File: src/rtl/jitter_atten_pkg.sv
package jitter_atten_pkg;
  localparam int MIN_LG = 5;
  localparam int MAX_AW = MIN_LG + 2;

  typedef struct packed {
    logic [2:0] kp;
    logic [2:0] ki;
  } gains_t;

  function automatic logic [MAX_AW:0] depth_of(input logic [1:0] sel);
    logic [MAX_AW:0] d;
    d = '0;
    case (sel)
      2'd0:    d[MIN_LG]   = 1'b1;
      2'd1:    d[MIN_LG+1] = 1'b1;
      default: d[MIN_LG+2] = 1'b1;
    endcase
    return d;
  endfunction

  // guard margin grows by one bit per depth doubling
  function automatic logic [MAX_AW:0] thr_of(input logic [1:0] sel);
    case (sel)
      2'd0:    return (MAX_AW+1)'(2);
      2'd1:    return (MAX_AW+1)'(3);
      default: return (MAX_AW+1)'(4);
    endcase
  endfunction

  function automatic gains_t gains_of(input logic e1, input logic wide);
    case ({e1, wide})
      2'b00:   return '{kp: 3'd3, ki: 3'd3};
      2'b01:   return '{kp: 3'd5, ki: 3'd1};
      2'b10:   return '{kp: 3'd2, ki: 3'd4};
      default: return '{kp: 3'd4, ki: 3'd2};
    endcase
  endfunction
endpackage

File: src/rtl/ja_fifo.sv
module ja_fifo
  import jitter_atten_pkg::*;
(
  input  logic            clk_i,
  input  logic            rst_ni,
  input  logic [1:0]      depth_sel_i,
  input  logic            resync_i,
  input  logic            wr_i,
  input  logic            wr_bit_i,
  input  logic            rd_i,
  output logic            rd_bit_o,
  output logic [MAX_AW:0] fill_o
);
  localparam int AW   = MAX_AW;
  localparam int SLOTS = 1 << AW;

  logic            mem_q [SLOTS];
  logic [AW-1:0]   wr_ptr_q, rd_ptr_q, mask;
  logic [AW:0]     fill_q, depth, half;

  assign depth    = depth_of(depth_sel_i);
  assign half     = depth >> 1;
  assign mask     = depth[AW-1:0] - AW'(1);
  assign rd_bit_o = mem_q[rd_ptr_q];
  assign fill_o   = fill_q;

  always_ff @(posedge clk_i) begin
    if (wr_i) mem_q[wr_ptr_q] <= wr_bit_i;
  end

  always_ff @(posedge clk_i or negedge rst_ni) begin
    if (!rst_ni) begin
      wr_ptr_q <= AW'(1 << (MIN_LG-1));
      rd_ptr_q <= '0;
      fill_q   <= (AW+1)'(1 << (MIN_LG-1));
    end else if (resync_i) begin
      wr_ptr_q <= wr_ptr_q & mask;
      rd_ptr_q <= (wr_ptr_q - half[AW-1:0]) & mask;
      fill_q   <= half;
    end else begin
      if (wr_i) wr_ptr_q <= (wr_ptr_q + AW'(1)) & mask;
      if (rd_i) rd_ptr_q <= (rd_ptr_q + AW'(1)) & mask;
      fill_q <= fill_q + (AW+1)'(wr_i) - (AW+1)'(rd_i);
    end
  end

  // fill never exceeds the selected depth outside a re-centre
  a_r1_fill_bound: assert property (@(posedge clk_i) disable iff (!rst_ni)
    !resync_i |-> fill_q <= depth);

  // re-centre lands on half depth
  a_r6_recentre: assert property (@(posedge clk_i) disable iff (!rst_ni)
    resync_i |=> fill_q == $past(half));
endmodule

File: src/rtl/ja_dpll.sv
module ja_dpll
  import jitter_atten_pkg::*;
#(
  parameter int ACC_W      = 16,
  parameter int NOM_INC    = 8192,
  parameter int LIMIT_STEP = 4096,
  parameter int INT_W      = 20
) (
  input  logic            clk_i,
  input  logic            rst_ni,
  input  logic [1:0]      depth_sel_i,
  input  logic            bw_sel_i,
  input  logic            e1_mode_i,
  input  logic            limit_en_i,
  input  logic            resync_i,
  input  logic [MAX_AW:0] fill_i,
  output logic            tick_o
);
  localparam int AW      = MAX_AW;
  localparam int EW      = AW + 2;
  localparam int INC_TOP = (1 << ACC_W) - 1;

  logic [AW:0]             depth, half, thr;
  logic signed [EW-1:0]    err;
  logic                    near_full, near_empty, guard_act;
  gains_t                  g;
  logic signed [INT_W-1:0] integ_q;
  logic signed [31:0]      trim, inc_s;
  logic [ACC_W-1:0]        inc, acc_q;
  logic [ACC_W:0]          sum;

  assign depth      = depth_of(depth_sel_i);
  assign half       = depth >> 1;
  assign thr        = thr_of(depth_sel_i);
  assign g          = gains_of(e1_mode_i, bw_sel_i);
  assign err        = $signed({1'b0, fill_i}) - $signed({1'b0, half});
  assign near_full  = fill_i >= (depth - thr);
  assign near_empty = fill_i <= thr;
  assign guard_act  = limit_en_i & (near_full | near_empty);

  always_comb begin
    trim  = ($signed(32'(err)) <<< g.kp) + 32'(integ_q >>> g.ki);
    inc_s = 32'(NOM_INC) + trim;
    if (limit_en_i && near_full)       inc_s = 32'(NOM_INC + LIMIT_STEP);
    else if (limit_en_i && near_empty) inc_s = 32'(NOM_INC - LIMIT_STEP);
    if (inc_s < 32'sd1)                inc = ACC_W'(1);
    else if (inc_s > 32'(INC_TOP))     inc = ACC_W'(INC_TOP);
    else                               inc = inc_s[ACC_W-1:0];
  end

  assign sum    = {1'b0, acc_q} + {1'b0, inc};
  assign tick_o = sum[ACC_W];

  always_ff @(posedge clk_i or negedge rst_ni) begin
    if (!rst_ni) begin
      acc_q   <= '0;
      integ_q <= '0;
    end else begin
      acc_q <= sum[ACC_W-1:0];
      if (resync_i)                  integ_q <= '0;
      else if (tick_o && !guard_act) integ_q <= integ_q + INT_W'(err);
    end
  end

  // no integration while the guard forces the rate
  a_r7_integ_hold: assert property (@(posedge clk_i) disable iff (!rst_ni)
    (limit_en_i && (near_full || near_empty) && !resync_i) |=> $stable(integ_q));
endmodule

File: src/rtl/jitter_atten.sv
module jitter_atten
  import jitter_atten_pkg::*;
#(
  parameter int ACC_W      = 16,
  parameter int NOM_INC    = 8192,
  parameter int LIMIT_STEP = 4096,
  parameter int INT_W      = 20
) (
  input  logic       clk_i,
  input  logic       rst_ni,
  input  logic       wr_bit_i,
  input  logic       wr_stb_i,
  input  logic [1:0] depth_sel_i,
  input  logic       bw_sel_i,
  input  logic       e1_mode_i,
  input  logic       limit_en_i,
  input  logic       bypass_i,
  input  logic       clr_ovf_i,
  input  logic       clr_udf_i,
  output logic       rd_bit_o,
  output logic       rd_stb_o,
  output logic       ovf_o,
  output logic       udf_o
);
  logic [MAX_AW:0] fill, depth;
  logic [1:0]      depth_q;
  logic            tick, rd_req, wr_req, ovf_ev, udf_ev, depth_chg, resync;
  logic            fifo_wr, fifo_rd, fifo_bit;
  logic            rd_stb_q, rd_bit_q, ovf_q, udf_q;

  assign depth     = depth_of(depth_sel_i);
  assign rd_req    = tick & ~bypass_i;
  assign wr_req    = wr_stb_i & ~bypass_i;
  assign ovf_ev    = wr_req & ~rd_req & (fill == depth);
  assign udf_ev    = rd_req & (fill == '0);
  assign depth_chg = depth_sel_i != depth_q;
  assign resync    = depth_chg | ovf_ev | udf_ev | bypass_i;
  assign fifo_wr   = wr_req & ~resync;
  assign fifo_rd   = rd_req & ~resync;

  ja_fifo u_fifo (
    .clk_i       (clk_i),
    .rst_ni      (rst_ni),
    .depth_sel_i (depth_sel_i),
    .resync_i    (resync),
    .wr_i        (fifo_wr),
    .wr_bit_i    (wr_bit_i),
    .rd_i        (fifo_rd),
    .rd_bit_o    (fifo_bit),
    .fill_o      (fill)
  );

  ja_dpll #(
    .ACC_W      (ACC_W),
    .NOM_INC    (NOM_INC),
    .LIMIT_STEP (LIMIT_STEP),
    .INT_W      (INT_W)
  ) u_dpll (
    .clk_i       (clk_i),
    .rst_ni      (rst_ni),
    .depth_sel_i (depth_sel_i),
    .bw_sel_i    (bw_sel_i),
    .e1_mode_i   (e1_mode_i),
    .limit_en_i  (limit_en_i),
    .resync_i    (resync),
    .fill_i      (fill),
    .tick_o      (tick)
  );

  always_ff @(posedge clk_i or negedge rst_ni) begin
    if (!rst_ni) begin
      depth_q  <= 2'd0;
      rd_stb_q <= 1'b0;
      rd_bit_q <= 1'b0;
      ovf_q    <= 1'b0;
      udf_q    <= 1'b0;
    end else begin
      depth_q  <= depth_sel_i;
      rd_stb_q <= fifo_rd;
      if (fifo_rd) rd_bit_q <= fifo_bit;
      ovf_q <= ovf_ev | (ovf_q & ~clr_ovf_i);
      udf_q <= udf_ev | (udf_q & ~clr_udf_i);
    end
  end

  assign rd_bit_o = bypass_i ? wr_bit_i : rd_bit_q;
  assign rd_stb_o = bypass_i ? wr_stb_i : rd_stb_q;
  assign ovf_o    = ovf_q;
  assign udf_o    = udf_q;

  a_r3_ovf_set: assert property (@(posedge clk_i) disable iff (!rst_ni)
    ovf_ev |=> ovf_o);

  a_r4_udf_set: assert property (@(posedge clk_i) disable iff (!rst_ni)
    udf_ev |=> udf_o);

  a_r5_ovf_sticky: assert property (@(posedge clk_i) disable iff (!rst_ni)
    (ovf_o && !clr_ovf_i) |=> ovf_o);

  a_r5_udf_sticky: assert property (@(posedge clk_i) disable iff (!rst_ni)
    (udf_o && !clr_udf_i) |=> udf_o);
endmodule

File: config.mk
export PLATFORM = sky130hd
export DESIGN_NAME = jitter_atten
export DESIGN_NICKNAME = d
export VERILOG_FILES = /design/src/rtl/jitter_atten_pkg.sv /design/src/rtl/ja_fifo.sv /design/src/rtl/ja_dpll.sv /design/src/rtl/jitter_atten.sv
export SDC_FILE = /design/constraint.sdc
export NUM_CORES = 1
export LEC_CHECK = 0
export BUFFER_PORTS_ARGS = -buffer_cell sky130_fd_sc_hd__buf_2
export CAP_MARGIN = 25
export CORE_MARGIN = 1
export CORE_UTILIZATION = 30
export CTS_CLUSTER_DIAMETER = 150
export DETAILED_ROUTE_END_ITERATION = 8
export GPL_TIMING_DRIVEN = 0
export PLACE_DENSITY = 0.52
export SLEW_MARGIN = 10
export SYNTH_ARGS = -nofsm -noshare
export SYNTH_HDL_FRONTEND = slang
export SYNTH_SLANG_ARGS = --single-unit
File: constraint.sdc
create_clock -name clk_i -period 8.5 [get_ports clk_i]
set_clock_uncertainty 0.1 [all_clocks]
set_input_delay 1.7 -clock clk_i [delete_from_list [all_inputs] [get_ports clk_i]]
set_output_delay 1.7 -clock clk_i [all_outputs]
set_load 0.03 [all_outputs]
==> impl_summary.txt <==
----------------------------------------------------
[CTS]
  Clock Tree Buf Depth ... 2
  Hold buffers post-CTS ... 0
  Later-pin clock latency in the skew report ... approximately 0.45 ns
  Number of buffers created by CTS ... 17
  Deepest level of the CTS H-tree ... 4
  TritonCTS clock tree ... built
  Clock-pin slew reported for the worst setup and hold paths after clock tree synthesis ... 0.08 ns
  # clock sinks ... 192
  Clock Tree Root ... sky130_fd_sc_hd__clkbuf_16

[Worst setup path]
  Most used cell along the critical path ... sky130_fd_sc_hd__ha_4
  Startpoint of the lowest-slack register-to-register path ... u_fifo.fill_o[4]
  Origin of the worst setup path ... e1_mode_i
  Endpoint kind of the worst setup timing path ... register
  Master of the slowest instance on the critical path ... sky130_fd_sc_hd__mux4_2
  Endpoint arrival time on the critical path ... around 9.5 ns
  Critical path start-end classification ... input pin to register
  Maximum fanout encountered on the critical timing path ... 6
  Kind of launch point of the worst setup path ... input pin
  Slowest stage delay, CP ... between 0.5 and 0.6 ns
  WP data required ... 8.74 ns

[Timing]
  Number of failing hold endpoints at the final stage ... 0
  Post-route worst setup slack ... -0.703 ns
  Setup repair after global routing missed its margin ... yes
  Max-slew headroom ... about 44%
  Hold Slack ... between 0.4 and 0.5 ns
  Endpoints failing setup ... 54
  Crit path time final ... around 9.2 ns
  Max Clock Freq ... 0.109 GHz
  Final number of max-transition violations ... 0
  Tcrit/Tclk final ... 108%
  Worst slew pin tran ... 0.833 ns

[Power and ir drop]
  Power density cells ... between 200 and 250 nW/µm²
  Worst VDD drop ... approximately 0.12 mV
  Tot Pwr ... approximately 4.1 mW
  Leakage Power ... 6.20 nW

[Floorplanning]
  Floorplan row count ... 75
  Core region area ... 42300 µm²
  Die extent in y ... 210 µm
  Horiz. Die Dim ... 210 µm
  Starting density of the core ... a little under a third
  Number of top-level pins ... 16
  Floorplan die area ... 44200 µm²

[Drt]
  Number of vias per cell after detailed routing ... about 5.1
  Number of design rule violations left after detail routing ... 0
  Number of nets with antenna violations after routing ... 0
  Router iterations before antenna repair ... 5
  DR vias ... 9872
  DR iter-0 viols ... between 600 and 700
  Final routed wirelength across all metal layers ... between 30000 and 40000 µm
  Mean routed wirelength per cell ... around 18 µm

[Outcome]
  Result of the run ... complete, but fails checks
  Violated checks ... negative setup slack

[Yosys]
  Cell count after synthesis ... about 1300
  Count of unique library cells instantiated by Yosys ... 89
  Number of warnings issued by yosys ... 0
  Most area-hungry cell type in the Yosys netlist ... sky130_fd_sc_hd__edfxtp_1
  Asr flop ratio synth ... about a third
  Cell types occupying the most area after synthesis ... sky130_fd_sc_hd__edfxtp_1 30%, sky130_fd_sc_hd__dfrtp_1 12%, sky130_fd_sc_hd__ha_1 9.8%
  Area share of the largest cell type after synthesis ... between 20 and 30%
  Post-synthesis sequential area ratio ... between 40% and 50%
  Post-Synthesis Net Count ... approximately 1400
  Number of synthesized flops with an enable pin ... 128
  FF+latch count, synth ... 192
  Cell area after synthesis ... between 10000 and 15000 µm²
  Most frequently used flop master after synthesis ... sky130_fd_sc_hd__edfxtp_1
  Synthesized area per cell ... approximately 10 µm²

[Hold path]
  Hold crit path type ... register to register
  Origin of the worst min-delay path ... u_dpll.acc_q[0]

[Global route]
  Vias in the first global route ... 10000
  Total GRT Usage ... 16.2%
  Antenna violations before repair ... 0
  Global-route wire length before repair ... ~56000 µm
  GRT Residual Overflow ... 0
  Largest net degree at the start of global routing ... 87

[Place]
  Post-DP HPWL ... approximately 24000 µm
  Post-placement cell area ... about 14000 µm²
  Routability congestion estimate from global placement ... 0.812
  Worst slack at placement ... -3.07 ns
  Count of buffers inserted at the top-level ports ... 14

[Cells and area]
  Count of antenna diodes in the layout ... 0
  Final design area excluding fillers ... roughly 17000 µm²
  Core occupancy in the finished layout ... just under 40%
  # nets final ... between 1000 and 1500
  Share of final-layout standard cells stronger than drive strength 1 ... between 30% and 40%
  Layout-stage area growth over the synthesis result ... 27.0%

[Flow run]
  Max-cap violations ... 0

----------------------------------------------------
## per-layer routing
layer	share of wire [%]	global-route usage [%]
met1	45	20.8
met2	50	28.5
met3	2.5	2.34
met4	1.8	4.28
met5	0	0
## area by class of cell
type / count / area (µm²)
fill: 4120 / 25800
multi-input combinational: 959 / 8180
sequential: 192 / 5450
timing repair buffer: 91 / 903
tap: 577 / 722
buffer: 59 / 470
clock buffer: 17 / 425
clock inverter: 15 / 213
inverter: 39 / 158
## cell usage in the layout, fill, tap and decap left out, drive strengths merged, types with 7 or more instances in the layout
| master | synthesis | routed |
|---|---|---|
| dfrtp | 62 | 62 |
| o21ai | 47 | 47 |
| nor3 | 16 | 16 |
| o31ai | 7 | 7 |
| ha | 102 | 102 |
| a211oi | 27 | 28 |
| buf | 21 | 110 |
| a21oi | 88 | 88 |
| mux2i | 40 | 40 |
| and3 | 10 | 10 |
| nand4 | 9 | 9 |
| nand2 | 129 | 129 |
| xnor2 | 40 | 40 |
| nor2b | 17 | 17 |
| o21a | 16 | 16 |
| nor2 | 189 | 189 |
| edfxtp | 128 | 128 |
| clkbuf | 41 | 57 |
| a21o | 23 | 23 |
| o21bai | 8 | 8 |
| nand2b | 9 | 9 |
| mux4 | 43 | 43 |
| nand3 | 30 | 30 |
| xor2 | 14 | 14 |
| inv | 38 | 46 |
## registers in the layout, indices dropped and copies added (netlist names)
| signal | flops |
|---|---|
| u_dpll.integ_q | 20 |
| rd_stb_q | 1 |
| u_fifo.mem_q | 128 |
| rd_bit_q | 1 |
| u_fifo.wr_ptr_q | 7 |
| u_dpll.acc_q | 16 |
| u_fifo.fill_o | 8 |
| ovf_o | 1 |
| udf_o | 1 |
| depth_q | 2 |
| u_fifo.rd_ptr_q | 7 |
## synth_stat cells (all sizes together) (30+ instances only)
| cell type | number |
|---|---|
| mux2i | 40 |
| ha | 102 |
| a21oi | 88 |
| edfxtp | 128 |
| xnor2 | 40 |
| mux4 | 43 |
| nor2 | 189 |
| nand2 | 129 |
| nand3 | 30 |
| o21ai | 47 |
| inv | 38 |
| clkbuf | 41 |
| dfrtp | 62 |
## per-stage QoR
| step | std cells | TNS, ns |
|---|---|---|
| floorplan | 1251 | -52.65 |
| global placement | 1842 | -354.44 |
| detailed placement | 1844 | -349.98 |
| CTS | 1934 | -12.50 |
| global route | 1949 | -49.24 |
| finish | 1949 | -6.67 |
## report_power, final
| part | total (mW) | switching [mW] | internal (mW) |
|---|---|---|---|
| clock network | 0.901 | 0.421 | 0.480 |
| registers | 1.13 | 0.0448 | 1.08 |
| logic | 2.06 | 1.12 | 0.931 |
## worst max-delay path, delay by kind of cell
kind | cells | cell delay [ns]
xor+xnor | 1 | 0.15
compound gates | 17 | 3.18
simple gates | 8 | 0.87
mux | 1 | 0.51
fa+ha+maj | 9 | 2.30
buf+inv | 7 | 0.71
## logic make-up after synthesis
family                   share of synthesized area [%]
flip-flops                                        41.9
AO/OA/AOI/OAI                                     13.9
multiplexers                                      10.9
buffers and inverters                             3.13
AND/OR/NAND/NOR                                   15.8
XOR/XNOR                                          3.64
adder cells (fa/ha/maj)                           10.8
## path summary, 6_finish.rpt
path / slack, ns / depth (start not counted) / endpoint
max: -0.70 / 43 / u_fifo.fill_o[6]
min: 0.42 / 1 / u_dpll.acc_q[0]
max reg2reg: 0.27 / 39 / u_fifo.fill_o[6]
min reg2reg: 0.42 / 1 / u_dpll.acc_q[0]
max in group asynchronous: 6.63 / 2 / u_dpll.acc_q[15]
min in group asynchronous: 1.10 / 1 / u_dpll.integ_q[13]
## timing repair
action | 4_1_cts | 5_1_grt
gates resized for setup | 116 | 70
endpoints found under the setup margin | 179 | 168
pin swaps | 54 | 62
buffers inserted | 55 | 17
gates cloned | 5 | 2
(Power assumes the default switching activity.)
